[src/rtl/flag_alu_pkg.sv]
package flag_alu_pkg;
    localparam int DATA_W  = 32;
    localparam int FLAG_N  = 6;
    localparam int OP_W    = 4;
    localparam int SIZE_W  = 2;
    localparam int BYTE_W  = 8;
    localparam int IDX_W   = $clog2(DATA_W) + 1;

    localparam int FL_CF = 0;
    localparam int FL_PF = 1;
    localparam int FL_AF = 2;
    localparam int FL_ZF = 3;
    localparam int FL_SF = 4;
    localparam int FL_OF = 5;

    typedef enum logic [OP_W-1:0] {
        OP_ADD   = 4'd0,
        OP_ADC   = 4'd1,
        OP_SUB   = 4'd2,
        OP_SBB   = 4'd3,
        OP_INC   = 4'd4,
        OP_DEC   = 4'd5,
        OP_NEG   = 4'd6,
        OP_INV   = 4'd7,
        OP_AND   = 4'd8,
        OP_OR    = 4'd9,
        OP_CMP   = 4'd10,
        OP_SETC  = 4'd11,
        OP_CLRC  = 4'd12,
        OP_F2B   = 4'd13,
        OP_B2F   = 4'd14,
        OP_C2B   = 4'd15
    } alu_op_e;

    typedef logic [FLAG_N-1:0] flag_vec_t;
endpackage

[src/rtl/flag_alu_core.sv]
module flag_alu_core
    import flag_alu_pkg::*;
(
    input  logic [OP_W-1:0]   opcode,
    input  logic [SIZE_W-1:0] size,
    input  logic [DATA_W-1:0] opa,
    input  logic [DATA_W-1:0] opb,
    input  flag_vec_t         flags_q,
    output logic [DATA_W-1:0] res,
    output logic              res_wr,
    output flag_vec_t         flags_d
);
    logic [DATA_W-1:0] mask;
    logic [IDX_W-1:0]  msb;
    logic [IDX_W-1:0]  cidx;
    logic [DATA_W-1:0] ax, bx;
    logic              cin, do_sub, is_arith, keep_c;
    logic [DATA_W:0]   sum;
    logic [DATA_W-1:0] ares;
    logic              c_out, a_out, o_out;
    logic [DATA_W-1:0] lres;
    alu_op_e           op;

    assign op = alu_op_e'(opcode);

    // operand width decode
    always_comb begin
        unique case (size)
            2'd0:    begin mask = {{(DATA_W-8){1'b0}},  {8{1'b1}}};  msb = IDX_W'(7);  end
            2'd1:    begin mask = {{(DATA_W-16){1'b0}}, {16{1'b1}}}; msb = IDX_W'(15); end
            default: begin mask = {DATA_W{1'b1}};                    msb = IDX_W'(DATA_W-1); end
        endcase
        cidx = msb + IDX_W'(1);
    end

    // operand steering for the shared adder
    always_comb begin
        ax       = opa & mask;
        bx       = opb & mask;
        cin      = 1'b0;
        do_sub   = 1'b0;
        is_arith = 1'b1;
        keep_c   = 1'b0;
        unique case (op)
            OP_ADD: ;
            OP_ADC: cin = flags_q[FL_CF];
            OP_SUB, OP_CMP: do_sub = 1'b1;
            OP_SBB: begin do_sub = 1'b1; cin = flags_q[FL_CF]; end
            OP_INC: begin bx = {{(DATA_W-1){1'b0}}, 1'b1}; keep_c = 1'b1; end
            OP_DEC: begin bx = {{(DATA_W-1){1'b0}}, 1'b1}; keep_c = 1'b1; do_sub = 1'b1; end
            OP_NEG: begin ax = '0; bx = opa & mask; do_sub = 1'b1; end
            default: is_arith = 1'b0;
        endcase
    end

    // shared adder and arithmetic flag terms
    always_comb begin
        if (do_sub)
            sum = {1'b0, ax} - {1'b0, bx} - {{DATA_W{1'b0}}, cin};
        else
            sum = {1'b0, ax} + {1'b0, bx} + {{DATA_W{1'b0}}, cin};
        ares  = sum[DATA_W-1:0] & mask;
        c_out = sum[cidx];
        a_out = ax[4] ^ bx[4] ^ sum[4];
        if (do_sub)
            o_out = (ax[msb] != bx[msb]) && (ares[msb] != ax[msb]);
        else
            o_out = (ax[msb] == bx[msb]) && (ares[msb] != ax[msb]);
        lres = (op == OP_AND) ? (opa & opb & mask) : ((opa | opb) & mask);
    end

    // result, write-back and next flags
    always_comb begin
        res     = '0;
        res_wr  = 1'b0;
        flags_d = flags_q;
        if (is_arith) begin
            res    = (op == OP_CMP) ? '0 : ares;
            res_wr = (op != OP_CMP);
            flags_d[FL_CF] = keep_c ? flags_q[FL_CF] : c_out;
            flags_d[FL_OF] = o_out;
            flags_d[FL_AF] = a_out;
            flags_d[FL_ZF] = (ares == '0);
            flags_d[FL_SF] = ares[msb];
            flags_d[FL_PF] = ~^ares[BYTE_W-1:0];
        end else begin
            unique case (op)
                OP_INV: begin
                    res    = ~opa & mask;
                    res_wr = 1'b1;
                end
                OP_AND, OP_OR: begin
                    res    = lres;
                    res_wr = 1'b1;
                    flags_d[FL_CF] = 1'b0;
                    flags_d[FL_OF] = 1'b0;
                    flags_d[FL_ZF] = (lres == '0);
                    flags_d[FL_SF] = lres[msb];
                    flags_d[FL_PF] = ~^lres[BYTE_W-1:0];
                end
                OP_SETC: flags_d[FL_CF] = 1'b1;
                OP_CLRC: flags_d[FL_CF] = 1'b0;
                OP_F2B: begin
                    res    = {{(DATA_W-BYTE_W){1'b0}}, flags_q[FL_SF], flags_q[FL_ZF], 1'b0,
                              flags_q[FL_AF], 1'b0, flags_q[FL_PF], 1'b1, flags_q[FL_CF]};
                    res_wr = 1'b1;
                end
                OP_B2F: begin
                    flags_d[FL_SF] = opa[7];
                    flags_d[FL_ZF] = opa[6];
                    flags_d[FL_AF] = opa[4];
                    flags_d[FL_PF] = opa[2];
                    flags_d[FL_CF] = opa[0];
                end
                OP_C2B: begin
                    res    = {{(DATA_W-BYTE_W){1'b0}}, {BYTE_W{flags_q[FL_CF]}}};
                    res_wr = 1'b1;
                end
                default: ;
            endcase
        end
    end
endmodule

[src/rtl/flag_alu_freg.sv]
module flag_alu_freg
    import flag_alu_pkg::*;
(
    input  logic      clk,
    input  logic      rst_n,
    input  logic      load,
    input  flag_vec_t flags_d,
    output flag_vec_t flags_q
);
    always_ff @(posedge clk or negedge rst_n) begin
        if (!rst_n)
            flags_q <= '0;
        else if (load)
            flags_q <= flags_d;
    end

    AST_FLAGS_HOLD: assert property (@(posedge clk) disable iff (!rst_n)
        !load |=> $stable(flags_q));
endmodule

[src/rtl/flag_alu.sv]
module flag_alu
    import flag_alu_pkg::*;
(
    input  logic                clk,
    input  logic                rst_n,
    input  logic                op_valid,
    input  logic [OP_W-1:0]     opcode,
    input  logic [SIZE_W-1:0]   size,
    input  logic [DATA_W-1:0]   opa,
    input  logic [DATA_W-1:0]   opb,
    output logic [DATA_W-1:0]   result,
    output logic                wr_en,
    output logic [FLAG_N-1:0]   flags
);
    logic [DATA_W-1:0] core_res;
    logic              core_wr;
    flag_vec_t         nxt_flags;
    flag_vec_t         cur_flags;

    flag_alu_core u_core (
        .opcode  (opcode),
        .size    (size),
        .opa     (opa),
        .opb     (opb),
        .flags_q (cur_flags),
        .res     (core_res),
        .res_wr  (core_wr),
        .flags_d (nxt_flags)
    );

    flag_alu_freg u_freg (
        .clk     (clk),
        .rst_n   (rst_n),
        .load    (op_valid),
        .flags_d (nxt_flags),
        .flags_q (cur_flags)
    );

    assign result = op_valid ? core_res : '0;
    assign wr_en  = op_valid & core_wr;
    assign flags  = cur_flags;

    AST_CMP_NO_WRITE: assert property (@(posedge clk) disable iff (!rst_n)
        (op_valid && opcode == OP_CMP) |-> (!wr_en && result == '0));
    AST_INCDEC_KEEP_CF: assert property (@(posedge clk) disable iff (!rst_n)
        (op_valid && (opcode == OP_INC || opcode == OP_DEC)) |=> (flags[FL_CF] == $past(flags[FL_CF])));
    AST_LOGIC_CLEARS: assert property (@(posedge clk) disable iff (!rst_n)
        (op_valid && (opcode == OP_AND || opcode == OP_OR)) |=> (!flags[FL_CF] && !flags[FL_OF]));
    AST_BYTE_ZEXT: assert property (@(posedge clk) disable iff (!rst_n)
        (op_valid && size == 2'd0) |-> (result[DATA_W-1:BYTE_W] == '0));
    AST_PACK_FIXED: assert property (@(posedge clk) disable iff (!rst_n)
        (op_valid && opcode == OP_F2B) |-> (result[1] && !result[3] && !result[5] && wr_en));
    AST_C2B_FILL: assert property (@(posedge clk) disable iff (!rst_n)
        (op_valid && opcode == OP_C2B) |-> (result == (flags[FL_CF] ? 32'hFF : 32'h0)));
    AST_SETC_SETS: assert property (@(posedge clk) disable iff (!rst_n)
        (op_valid && opcode == OP_SETC) |=> flags[FL_CF]);
    AST_INV_FLAGS: assert property (@(posedge clk) disable iff (!rst_n)
        (op_valid && opcode == OP_INV) |=> $stable(flags));
    AST_IDLE_QUIET: assert property (@(posedge clk) disable iff (!rst_n)
        !op_valid |-> (!wr_en && result == '0));
endmodule

[config.mk]
export PLATFORM = sky130hd
export DESIGN_NAME = flag_alu
export DESIGN_NICKNAME = d
export VERILOG_FILES = /design/src/rtl/flag_alu_pkg.sv /design/src/rtl/flag_alu_core.sv /design/src/rtl/flag_alu_freg.sv /design/src/rtl/flag_alu.sv
export SDC_FILE = /design/constraint.sdc
export NUM_CORES = 1
export LEC_CHECK = 0
export ABC_CLOCK_PERIOD_IN_PS = 11600
export BUFFER_PORTS_ARGS = -buffer_cell sky130_fd_sc_hd__buf_4
export CORE_MARGIN = 5
export CORE_UTILIZATION = 35
export DETAILED_ROUTE_END_ITERATION = 10
export GPL_ROUTABILITY_DRIVEN = 0
export HOLD_SLACK_MARGIN = 0.08
export PLACE_DENSITY = 0.51
export RECOVER_POWER = 100
export SETUP_SLACK_MARGIN = 0.15
export SKIP_CTS_REPAIR_TIMING = 1
export SLEW_MARGIN = 20
export SYNTH_ARGS = -nofsm -noshare
export SYNTH_HDL_FRONTEND = slang
export SYNTH_SLANG_ARGS = --single-unit
[constraint.sdc]
create_clock -name clk -period 11.6 [get_ports clk]
set_input_delay 1.74 -clock clk [delete_from_list [all_inputs] [get_ports clk]]
set_output_delay 1.74 -clock clk [all_outputs]
set_load 0.05 [all_outputs]
==> qor.log <==
[final_layout] synth-to-layout area growth 12.75%
[yosys] Main synth FF type sky130_fd_sc_hd__dfrtp_1
[placed_design] total of buffers placed on input and output ports 111
[drt] wirelength, routed 30.28 mm
[global_route] total routing resource utilization after global routing 0.2361
[final_layout] Top Registers u_freg.flags_q (6)
[yosys] Post-synth EDFFs 0
[floorplanning] die height 155.9 um
[yosys] netlist area before placement 0.007447 mm2
[drt] routed via count divided by cell count 5.866
[worst_setup_path] arrival time worst endpoint 8090 ps
[final_layout] ratio of cells with drive above 1 in the final layout 0.09768
[worst_setup_path] data required time at the worst endpoint 9860 ps
[drt] post-detailed-route wirelength per cell 20.42 um
[drt] DRC violations left 0
[timing] number of failing setup endpoints in the final timing report 0
[worst_setup_path] startpoint of the most critical register-to-register path u_freg.flags_q[0]
[min_path] number of instances on the worst hold path 2
[drt] number of routed nets with antenna violations 0
[timing] shortest clock period the worst path allows after layout 9829 ps
[yosys] most frequent cells after synthesis sky130_fd_sc_hd__nor2_1 (145), sky130_fd_sc_hd__ha_1 (99), sky130_fd_sc_hd__a21oi_1 (98), sky130_fd_sc_hd__inv_1 (98), sky130_fd_sc_hd__nand2_1 (92)
[final_layout] register with the most flip-flops u_freg.flags_q
[yosys] cells taking the most area after synthesis sky130_fd_sc_hd__ha_1 (17%), sky130_fd_sc_hd__nor2_1 (7.3%), sky130_fd_sc_hd__a21oi_1 (6.6%)
[floorplanning] initial core utilization 0.3554
[floorplanning] DIE AREA 0.02430 mm2
[timing] setup TNS 0 ps
[final_layout] Antenna diodes 0
[worst_setup_path] Worst Path Class, Setup input pin to output pin
[timing] number of failing hold endpoints at the final stage 0
[timing] clk_skew 0.5227 ps
[yosys] average size of a mapped cell 6.504 um2
[yosys] post-synth top area share 0.1663
[worst_setup_path] crit start category input pin
[global_route] via count of the first global-routing pass 8274
[drt] router iterations before antenna repair 5
[worst_setup_path] crit-path cells buf_4, and4bb_1, nor2_1, and2_0, ha_1, ha_1, nand4_1, or2_2, o32ai_1, o21bai_1, a21oi_1, a311oi_2, o21ai_0, xnor2_1, o22ai_1, a221oi_1, nor2_1, clkbuf_1
[worst_setup_path] crit-path max cell delay 1570 ps
[run] number of max-cap violations 1
[timing] final max-slew violation count 43
[yosys] Ys Warns 0
[clock_tree] clock-pin slew reported for the worst setup and hold paths after clock tree synthesis 30 ps
[yosys] Synth Net Count 1321
[clock_tree] worst-case clock buffer depth 2
[global_route] Remaining Overflow, GRT 0
[worst_setup_path] CP endpoint kind output pin
[pwr] sum of internal, switching and leakage power 751.4 uW
[yosys] sequential share of the synthesized area 0.02016
[final_layout] count of placed standard cells in the final layout, fillers left out 1483
[drt] starting DRC count in detailed routing 620
[global_route] wire length of the first global-routing pass 46.59 mm
[placed_design] sum of net half-perimeters after detailed placement 24.37 mm
[floorplanning] top-level I/O count 112
[timing] relative slew slack -0.2143
[pwr] power density cells 89.49 mW/mm2
[min_path] HP Class register to register
[final_layout] final core area utilization 0.4007
[clock_tree] Inserted Clock Buffers 3
[clock_tree] master cell of the clock root buffer sky130_fd_sc_hd__clkbuf_16
[worst_setup_path] dominant delay contributor by cell family on the critical path simple AND/OR/NAND/NOR gates
[global_route] pin count of the biggest net entering global routing 51
[clock_tree] H-Tree Level Count 1
[min_path] start point of the worst min-delay path u_freg.flags_q[1]
[yosys] most frequently used cell type in the post-synthesis netlist sky130_fd_sc_hd__nor2_1
[floorplanning] Floorplan Core Area 0.02096 mm2
[clock_tree] clock tree from TritonCTS done
[timing] highest clock frequency the design can meet 0.1017 GHz
[pwr] maximum ir drop on the vdd rail 0.05106 mV
[worst_setup_path] Buffers & Inverters on Critical Path 2
[timing] portion of the clock cycle consumed by the worst path in the final layout 0.8473
[worst_setup_path] Slowest-stage cell, CP sky130_fd_sc_hd__and4bb_1
[worst_setup_path] endpoint of the lowest-slack register-to-register path u_freg.flags_q[3]
[timing] worst slew pin tran 1821 ps
[worst_setup_path] Reg2Reg Setup Slack 6830 ps
[floorplanning] num rows 53
[yosys] proportion of register bits with asynchronous set or reset after synthesis 1.000
[run_status] run status finished with violations
[yosys] Unique masters post-synth 81
[min_path] hold path endpoint u_freg.flags_q[1]
[yosys] count of state elements after synthesis 6
[timing] setup repair after global routing missed its margin no
[pwr] cell leakage power 0.003635 uW
[final_layout] flip-flop count of the largest register after layout 6
[clock_tree] clock network latency to the later pin of the worst-skew pair 220 ps
[placed_design] placed cell count 1480
[clock_tree] CTS sink cnt 6
[worst_setup_path] worst reg-to-reg path cell count 16
[worst_setup_path] Crit Path Max Fanout 43
[yosys] synthesized instance count 1145
[final_layout] final net count 1386
[yosys] biggest area consumer among synthesized cells sky130_fd_sc_hd__ha_1
[global_route] initial antenna violation count 0
[run_status] failing checks max-capacitance violations, max-slew violations
[drt] routed vias 8700
[floorplanning] Die Wd 155.9 um
## cell usage in the layout (no fill, tap or decap), types with 27 or more instances in the layout
cell / n
sky130_fd_sc_hd__buf_4: 84
sky130_fd_sc_hd__xnor2_1: 37
sky130_fd_sc_hd__ha_1: 99
sky130_fd_sc_hd__nand2_1: 92
sky130_fd_sc_hd__a22oi_1: 27
sky130_fd_sc_hd__clkbuf_1: 34
sky130_fd_sc_hd__a21oi_1: 98
sky130_fd_sc_hd__nor2_1: 143
sky130_fd_sc_hd__o21ai_0: 72
sky130_fd_sc_hd__inv_1: 98
## through the flow
step	setup WS, ps	hold slack [ps]	cell area, um2
after floorplan	3517	769.9	7447
after global placement	2847	519.9	8464
after detailed placement	2782	516.6	8464
after CTS	2748	523.6	8539
after global routing	1232	548.8	8397
final	1771	515.5	8397
## tightest hold or removal path, cell delays in order, from the launching register on
cell and delay (ps):
sky130_fd_sc_hd__dfrtp_1 360, sky130_fd_sc_hd__nand2_1 50, sky130_fd_sc_hd__o21ai_0 60
## per-layer routing
metal | track usage | vias up | wire length, um
li1 | - | 4300 | -
met2 | 0.4020 | 279 | 14140
met4 | 0.04710 | 0 | 669
met5 | 0 | - | 0
met3 | 0.02607 | 32 | 1669
met1 | 0.3234 | 4089 | 13810
## area by class of cell
cell class	count	area, um2
clock buffers	3	75.07
fillers	2398	12560
inverters	98	367.9
multi-input cells	983	6701
flip-flops and latches	6	150.1
well taps	275	344.1
repair buffers	118	758.2
## how the worst max path moves through the flow
stage / startpoint / slack, ps / to / cells after the start
6_report: opcode[0] / 1770 / result[28] / 18
5_1_grt: opcode[0] / 1230 / result[31] / 18
4_1_cts: opcode[0] / 2750 / result[31] / 18
3_5_place_dp: opcode[0] / 2780 / result[31] / 18
3_3_place_gp: opcode[0] / 2850 / result[31] / 18
2_1_floorplan: size[1] / 3520 / result[31] / 20
## power by group
| group | switching (uW) | internal [uW] | leakage (uW) |
|---|---|---|---|
| clock network | 10.6 | 44.1 | 0.0000370 |
| registers | 5.15 | 26.8 | 0.0000737 |
| logic | 422 | 243 | 0.00352 |
| total | 437 | 314 | 0.00364 |
## kinds of logic (layout without fill, tap and decap cells)
logic type               count (synthesis)  after routing  share of synthesized area
AND/OR/NAND/NOR                        402            402                     0.2584
buffers and inverters                  156            219                    0.07897
adder cells (fa/ha/maj)                128            128                     0.2107
AO/OA/AOI/OAI                          388            388                     0.3535
flip-flops                               6              6                    0.02016
multiplexers                            10             10                    0.01361
XOR/XNOR                                55             55                    0.06468
(Power assumes the default switching activity.)
